===== src/rtl/softtrig_pkg.sv =====
package softtrig_pkg;

   // selects how the merged trigger leaves the block
   typedef enum logic {
      OUT_COMB = 1'b0,
      OUT_REG  = 1'b1
   } out_mode_e;

   // the three trigger sources that are merged
   typedef struct packed {
      logic periodic;
      logic oneshot;
      logic external;
   } trig_src_t;

   function automatic bit is_pow2(input longint v);
      return (v > 0) && ((v & (v - 1)) == 0);
   endfunction

endpackage


===== src/rtl/stg_period_calc.sv =====
module stg_period_calc #(
   parameter int MULT_W   = 8,
   parameter int BASE_CYC = 625000,
   parameter int STEP_CYC = 312500,
   parameter int PW       = 27
) (
   input  logic [MULT_W-1:0] mult,
   output logic [PW-1:0]     period
);
   import softtrig_pkg::*;

   localparam bit STEP_IS_POW2 = is_pow2(longint'(STEP_CYC));
   localparam int STEP_SHIFT   = $clog2(STEP_CYC);

   logic [PW-1:0] mult_ext;
   logic [PW-1:0] scaled;

   assign mult_ext = PW'(mult);

   generate
      if (STEP_IS_POW2) begin : g_shift
         assign scaled = mult_ext << STEP_SHIFT;
      end else begin : g_mul
         assign scaled = mult_ext * PW'(STEP_CYC);
      end
   endgenerate

   assign period = PW'(BASE_CYC) + scaled;

endmodule


===== src/rtl/stg_interval_timer.sv =====
module stg_interval_timer #(
   parameter int PW         = 27,
   parameter int RST_PERIOD = 80312500
) (
   input  logic          clk,
   input  logic          rst_n,
   input  logic          run_en,
   input  logic [PW-1:0] next_period,
   output logic          tick
);
   logic [PW-1:0] cnt_q;
   logic [PW-1:0] period_q;
   logic          at_end;

   assign at_end = (cnt_q == period_q - PW'(1));

   always_ff @(posedge clk or negedge rst_n) begin
      if (!rst_n) begin
         cnt_q    <= '0;
         period_q <= PW'(RST_PERIOD);
         tick     <= 1'b0;
      end else if (!run_en) begin
         cnt_q    <= '0;
         period_q <= next_period;
         tick     <= 1'b0;
      end else if (at_end) begin
         cnt_q    <= '0;
         period_q <= next_period;
         tick     <= 1'b1;
      end else begin
         cnt_q    <= cnt_q + PW'(1);
         tick     <= 1'b0;
      end
   end


   tick_width_chk: assert property (@(posedge clk) disable iff (!rst_n)
      tick |=> !tick);


   idle_chk: assert property (@(posedge clk) disable iff (!rst_n)
      !run_en |=> (!tick && cnt_q == '0));


   cnt_range_chk: assert property (@(posedge clk) disable iff (!rst_n)
      run_en |=> (cnt_q < period_q));


   period_hold_chk: assert property (@(posedge clk) disable iff (!rst_n)
      (run_en && !at_end) |=> $stable(period_q));

endmodule


===== src/rtl/stg_merge.sv =====
module stg_merge #(
   parameter softtrig_pkg::out_mode_e OUT_MODE = softtrig_pkg::OUT_COMB
) (
   input  logic                    clk,
   input  logic                    rst_n,
   input  softtrig_pkg::trig_src_t src,
   input  logic                    trig_en,
   output logic                    trig_out
);
   import softtrig_pkg::*;

   logic any_src;

   assign any_src = src.periodic | src.oneshot | src.external;

   generate
      if (OUT_MODE == OUT_REG) begin : g_reg
         logic out_q;
         always_ff @(posedge clk or negedge rst_n) begin
            if (!rst_n) out_q <= 1'b0;
            else        out_q <= any_src & trig_en;
         end
         assign trig_out = out_q;


         gate_reg_chk: assert property (@(posedge clk) disable iff (!rst_n)
            !trig_en |=> !trig_out);
      end else begin : g_comb
         assign trig_out = any_src & trig_en;


         gate_comb_chk: assert property (@(posedge clk) disable iff (!rst_n)
            !trig_en |-> !trig_out);


         merge_comb_chk: assert property (@(posedge clk) disable iff (!rst_n)
            (trig_en && (src.oneshot || src.external)) |-> trig_out);
      end
   endgenerate

endmodule


===== src/rtl/soft_trigger_gen.sv =====
module soft_trigger_gen #(
   parameter int                      MULT_W   = 8,
   parameter int                      BASE_CYC = 625000,
   parameter int                      STEP_CYC = 312500,
   parameter softtrig_pkg::out_mode_e OUT_MODE = softtrig_pkg::OUT_COMB
) (
   input  logic              clk,
   input  logic              rst_n,
   input  logic              run_en,
   input  logic [MULT_W-1:0] rate_mult,
   input  logic              sw_pulse,
   input  logic              ext_trig,
   input  logic              trig_en,
   output logic              trig_out
);
   import softtrig_pkg::*;

   localparam longint MAX_MULT   = (longint'(1) << MULT_W) - 1;
   localparam longint MAX_PERIOD = longint'(BASE_CYC) + MAX_MULT * longint'(STEP_CYC);
   localparam int     PW         = $clog2(MAX_PERIOD + 1);

   generate
      if (MULT_W < 1 || MULT_W > 16) begin : g_bad_mult_w
         $error("soft_trigger_gen: MULT_W must lie in 1..16");
      end
      if (BASE_CYC < 2) begin : g_bad_base
         $error("soft_trigger_gen: BASE_CYC must be at least 2");
      end
      if (STEP_CYC < 1) begin : g_bad_step
         $error("soft_trigger_gen: STEP_CYC must be at least 1");
      end
      if (PW > 40) begin : g_bad_width
         $error("soft_trigger_gen: longest period too wide");
      end
   endgenerate

   logic [PW-1:0] next_period;
   logic          tick;
   trig_src_t     src;

   stg_period_calc #(
      .MULT_W   (MULT_W),
      .BASE_CYC (BASE_CYC),
      .STEP_CYC (STEP_CYC),
      .PW       (PW)
   ) u_period (
      .mult   (rate_mult),
      .period (next_period)
   );

   stg_interval_timer #(
      .PW         (PW),
      .RST_PERIOD (int'(MAX_PERIOD))
   ) u_timer (
      .clk         (clk),
      .rst_n       (rst_n),
      .run_en      (run_en),
      .next_period (next_period),
      .tick        (tick)
   );

   assign src.periodic = tick;
   assign src.oneshot  = sw_pulse;
   assign src.external = ext_trig;

   stg_merge #(
      .OUT_MODE (OUT_MODE)
   ) u_merge (
      .clk      (clk),
      .rst_n    (rst_n),
      .src      (src),
      .trig_en  (trig_en),
      .trig_out (trig_out)
   );


   quiet_after_reset_chk: assert property (@(posedge clk) disable iff (!rst_n)
      ($rose(rst_n) && !sw_pulse && !ext_trig) |-> !trig_out);

endmodule


===== config.mk =====
export PLATFORM = sky130hd
export DESIGN_NAME = soft_trigger_gen
export DESIGN_NICKNAME = d
export VERILOG_FILES = /design/src/rtl/softtrig_pkg.sv /design/src/rtl/stg_period_calc.sv /design/src/rtl/stg_interval_timer.sv /design/src/rtl/stg_merge.sv /design/src/rtl/soft_trigger_gen.sv
export SDC_FILE = /design/constraint.sdc
export NUM_CORES = 1
export LEC_CHECK = 0
export ABC_AREA = 1
export CAP_MARGIN = 20
export CORE_MARGIN = 2
export CORE_UTILIZATION = 62
export CTS_CLUSTER_SIZE = 8
export DETAILED_ROUTE_END_ITERATION = 7
export HOLD_SLACK_MARGIN = 0.05
export MAX_ROUTING_LAYER = met4
export PLACE_DENSITY = 0.8
export SYNTH_ARGS = -nofsm -noshare
export SYNTH_HDL_FRONTEND = slang
export SYNTH_HIERARCHICAL = 1
export SYNTH_SLANG_ARGS = --single-unit

===== constraint.sdc =====
create_clock -name clk -period 6.8 [get_ports clk]
set_clock_uncertainty 0.2 [all_clocks]
set_input_delay 1.02 -clock clk [delete_from_list [all_inputs] [get_ports clk]]
set_output_delay 1.02 -clock clk [all_outputs]
set_load 0.01 [all_outputs]

* Word-level counts from Yosys, hierarchy flattened
Index checks and enable logic that the tools add are counted.
** Cells by class
- Add/subtract/negate cells :: 3
- Bitwise operators :: 3
- Muxes and demuxes :: 6
- $mul :: 1
- Equal/unequal tests :: 2
** Operator list (count)
- $mux 27 :: 4
- $add 20x27->27 const A :: 1
- $add 27x1->27 const B :: 1
- $eq 27x27->1 :: 1
- $sub 27x1->27 const B :: 1
- $mul 8x17->25 const B :: 1
- $mux 1 :: 2
- $ne 2x1->1 const B :: 1
- $or 1x1->1 :: 2
- $and 1x1->1 :: 1
** Word-level totals
- Word-level logic and storage cells :: 18
- Output and inout bits :: 1
- Bits in registers :: 55
- Input port bits :: 14

* Depth between registers and ports, before layout
- Depth after elaboration :: 4
- Depth in mapped cells :: 25
- Depth with buffers taken out :: 24

* Cells and area by module
The synthesis kept the hierarchy.
** By module, submodules not included
- stg_interval_timer :: instances 1, area each 3618.5 µm², seq. area each 1392.6 µm², cells an instance 517
- stg_period_calc :: instances 1, area each 3204.3 µm², seq. area each 0.0 µm², cells an instance 492
- stg_merge :: instances 1, area each 16.3 µm², seq. area each 0.0 µm², cells an instance 4

* Worst setup path before layout
Ideal clock, no wire load.
- Path kind :: input to register
- Start :: input port rate_mult[6]
- End :: register u_timer.period_q[25]
- Data required time :: 6.483 ns
- Setup time :: 0.117 ns
- Buffers on the path :: 0
- Arrival :: 4.405 ns
- Cell stages on the path :: 23
- Path slack :: 2.079 ns
- Cells stage by stage :: inv_1 > ha_1 > inv_1 > fa_1 > fa_1 > fa_1 > ha_1 > nand2_2 > inv_2 > a21oi_2 > nand2_2 > nand2_1 > nand2_2 > nor2_2 > nand3_2 > nand2_2 > nand2_2 > nand2_4 > nand2_1 > nand2_1 > nand2_1 > nand2_1 > nand2_1
** Between the ends
- Word-level cells in the longest chain between the ends :: 4
** Ends and longest elaborated chain
- start, declared :: RTL line soft_trigger_gen.sv:10 : input logic [MULT_W-1:0] rate_mult,
- $mul 8x17->25 * :: RTL line stg_period_calc.sv:24 : assign scaled = mult_ext * PW'(STEP_CYC);
- $add 20x27->27 * :: RTL line stg_period_calc.sv:28 : assign period = PW'(BASE_CYC) + scaled;
- net next_period[25] :: RTL line soft_trigger_gen.sv:37 : logic [PW-1:0] next_period;
- $mux 27 :: RTL line stg_interval_timer.sv:26 : end else if (at_end) begin
- $mux 27 * :: RTL line stg_interval_timer.sv:22 : end else if (!run_en) begin
- end signal, assigned :: RTL line stg_interval_timer.sv:20 : period_q <= PW'(RST_PERIOD);
- end signal, assigned :: RTL line stg_interval_timer.sv:24 : period_q <= next_period;
- end signal, assigned :: RTL line stg_interval_timer.sv:28 : period_q <= next_period;
- end, declared :: RTL line stg_interval_timer.sv:12 : logic [PW-1:0] period_q;
The timed path passes the listed nets; every way through them passes the cells marked *. The select of a mux whose other input is x is not followed.
A chain may end at the register's enable or synchronous reset.

* Final worst setup path
Ends and elaborated chain as after synthesis.

==> impl_metrics.env <==
export IMPL_leakagePower_nw=3.87
export IMPL_period_share_pct=79.7
export IMPL_swShare_pct=51.8
export IMPL_setup_violations=0
export IMPL_dp_cells=1153
export IMPL_gp_congestion=1.00
export IMPL_htree_num_levels=2
export IMPL_finalWirelength_um=14800
export IMPL_seqPwrFrac_pct=22.8
export IMPL_grt_pass1_wl_um=26500
export IMPL_cpPeakStageDelay_ns=0.70
export IMPL_hp_class="reg2reg"
export IMPL_relSlewSlack_pct=33.5
export IMPL_path_buf_inv=4
export IMPL_initial_core_util_pct=63.4
export IMPL_hold_violations=0
export IMPL_cp_end_kind="register"
export IMPL_timing_fmax_mhz=184
export IMPL_grt_overflow_total=0
export IMPL_cp_max_fo=9
export IMPL_drive_gt1_share_pct=9.30
export IMPL_r2r_end="u_timer/period_q[25]$_DFFE_PN0P_"
export IMPL_hold_path_cell_count=2
export IMPL_ys_types=38
export IMPL_worstHoldStart="u_timer/period_q[5]$_DFFE_PN1P_"
export IMPL_grt_antenna_before_repair=0
export IMPL_cts_repair_resized=0
export IMPL_dp_hpwl_um=12200
export IMPL_yosysSeqAreaShare_pct=20.4
export IMPL_antenna_cells=0
export IMPL_post_route_util_pct=66.3
export IMPL_port_buffers=14
export IMPL_cts_tree="yes"
export IMPL_routed_via_density=5.23
export IMPL_cts_root_buf="clkbuf_8"
export IMPL_synth_top_area_share_pct=17.1
export IMPL_yosysTopAreaCell="nand2_1"
export IMPL_die_x_um=109
export IMPL_fin_cells=1161
export IMPL_ys_warnings_count=6
export IMPL_grt_max_degree=56
export IMPL_dp_slack_ns=1.02
export IMPL_fin_tns_setup_ns=0
export IMPL_startpoint="rate_mult[6]"
export IMPL_syn_to_final_growth_pct=4.65
export IMPL_seqCellArea_um2=1390
export IMPL_grt_use_met2_pct=49.6
export IMPL_synth_ff_type="dfrtp_1"
export IMPL_synth_avg_cell_area_um2=6.75
export IMPL_synthArstFlopShare_pct=100
export IMPL_synth_seq_cells=55
export IMPL_cts_setup_buffers=0
export IMPL_drt_iter0_markers=323
export IMPL_die_area_um2=11900
export IMPL_nets=1126
export IMPL_r2r_start="u_timer/period_q[0]$_DFFE_PN0P_"
export IMPL_clkTransAtPathRegs_ns=0.10
export IMPL_status="completed"
export IMPL_fill_cells=983
export IMPL_pwr_share_clk_pct=10.1
export IMPL_crit_top_cell="nand2_1"
export IMPL_worstMarginPinSlew_ns=0.993
export IMPL_holdPathEnd="u_timer/period_q[5]$_DFFE_PN1P_"
export IMPL_r2r_cells=14
export IMPL_clock_sinks=55
export IMPL_worst_slack_ns=1.38
export IMPL_use_met3_pct=2.99
export IMPL_syn_area_um2=6840
export IMPL_clock_path_buffers=2
export IMPL_busiest_layer="met2"
export IMPL_rsz0062_at_grt="false"
export IMPL_die_height_um=109
export IMPL_path_delay_family="adder cells"
export IMPL_clk_latency_ns=0.32
export IMPL_synth_edff_count=0
export IMPL_intPower_mw=1.07
export IMPL_drtPass1Iterations=5
export IMPL_cts_hold_buffers=0
export IMPL_min_period_ns=5.42
export IMPL_cp_arrival_ns=5.44
export IMPL_wl_per_cell_um=12.7
export IMPL_placedInstanceArea_um2=7040
export IMPL_p_comb_share_pct=67.1
export IMPL_critPathRequiredTime_ns=6.82
export IMPL_synthTopCellsByArea="nand2_1 17%, dfrtp_1 15%, ha_1 14%"
export IMPL_stdcell_area_um2=7160
export IMPL_syn_inst=1013
export IMPL_core_um2=10800
export IMPL_ant_nets=0
export IMPL_rows=38
export IMPL_crit_type="in2reg"
export IMPL_numCtsBuffers=5
export IMPL_powerDensity_nw_per_um2=312
export IMPL_multi_input_area_um2=4760
export IMPL_grt_met1_usage_pct=33.8
export IMPL_start_kind="primary input"
export IMPL_grt_use_total_pct=28.4
export IMPL_slew_viol_final=0
export IMPL_grt_pass1_vias=6025
export IMPL_hold_slack_ns=0.321
export IMPL_drc_errors=0
export IMPL_pin_count=15
export IMPL_maxCapViolCount=0
export IMPL_p_sw_mw=1.16
export IMPL_vias=6076
export IMPL_reg2reg_slack_ns=3.11
export IMPL_irDropWorstVdd_uv=159
export IMPL_totalPowerFinal_mw=2.23
export IMPL_cp_slowest_cell="clkdlybuf4s50_1"
state kept, by name (all words and copies together), names as in the netlist:
register,count
u_timer/cnt_q,27
u_timer/period_q,27
u_timer/tick,1
cell families (layout without fill, tap and decap cells):
| family | after synthesis | count (layout) | synth area share (%) |
|---|---|---|---|
| other | 1 | 2 | 0.0548 |
| adder cells (fa/ha/maj) | 92 | 92 | 18.8 |
| flip-flops | 55 | 55 | 20.4 |
| AO/OA/AOI/OAI | 29 | 29 | 2.47 |
| buffers and inverters | 166 | 173 | 10.0 |
| AND/OR/NAND/NOR | 605 | 605 | 39.8 |
| XOR/XNOR | 65 | 65 | 8.43 |
Yosys cell counts, types with 2 or more instances:
master / number
nand3_1: 83
xor2_1: 42
nand3b_1: 12
clkbuf_1: 2
a21o_1: 2
dfstp_2: 13
a21oi_1: 17
buf_6: 5
buf_4: 6
inv_2: 3
a21oi_2: 3
xnor2_1: 22
nor2_2: 14
fa_1: 18
dfrtp_1: 42
nor3_1: 6
nor2_1: 105
nand3_2: 7
buf_2: 2
ha_1: 74
nor2_4: 8
o21ai_0: 4
nand2_2: 31
nor4_1: 2
inv_1: 145
nand2_4: 2
nand4_1: 22
nand2_1: 311
tightest hold or removal path, cell delays in order (launching register included):
cell	delay, ns
dfstp_2	0.40
nand3_1	0.08
nand2_1	0.05
power groups by stage:
stage	clock [mW]	combinational, mW	sequential, mW
after floorplan	0	1.22	0.485
after global routing	0.245	1.72	0.519
after global placement	0	1.46	0.511
final	0.225	1.50	0.508
after CTS	0.229	1.50	0.506
after detailed placement	0	1.49	0.513
layer usage:
metal	up-vias	wire, um	share of wire (%)
met5	-	0	0
met4	0	501	3.4
met3	42	553	3.7
met2	121	7140	48
met1	2748	6590	45
li1	3165	-	-
cells in the final DEF (no fill, tap or decap), types with 4 or more instances in the layout:
cell,n
a21oi_1,17
clkbuf_8,5
clkdlybuf4s50_1,13
dfrtp_1,42
dfstp_2,13
fa_1,18
ha_1,74
inv_1,145
nand2_1,311
nand2_2,31
nand3_1,83
nand3_2,7
nand3b_1,12
nand4_1,22
nor2_1,105
nor2_2,14
nor2_4,8
nor3_1,6
o21ai_0,4
xnor2_1,22
xor2_1,42
worst max path at each step:
| stage | slack, ns | to | cells past startpoint |
|---|---|---|---|
| after floorplan | 2.08 | u_timer/period_q[25]$_DFFE_PN0P_ | 23 |
| after global placement | 1.16 | u_timer/period_q[25]$_DFFE_PN0P_ | 24 |
| after CTS | 1.38 | u_timer/period_q[25]$_DFFE_PN0P_ | 25 |
| after detailed placement | 1.02 | u_timer/period_q[25]$_DFFE_PN0P_ | 24 |
| after global routing | 1.00 | u_timer/period_q[24]$_DFFE_PN0P_ | 22 |
| final | 1.38 | u_timer/period_q[25]$_DFFE_PN0P_ | 25 |
final cells by class:
type	instances	share of cell area (%)
Clock inverter	3	0.664
Sequential cell	55	19.5
Timing Repair Buffer	16	2.10
Clock buffer	5	0.962
Inverter	149	7.81
Tap cell	140	2.45
Multi-Input combinational cell	793	66.6
(Power assumes the default switching activity.)
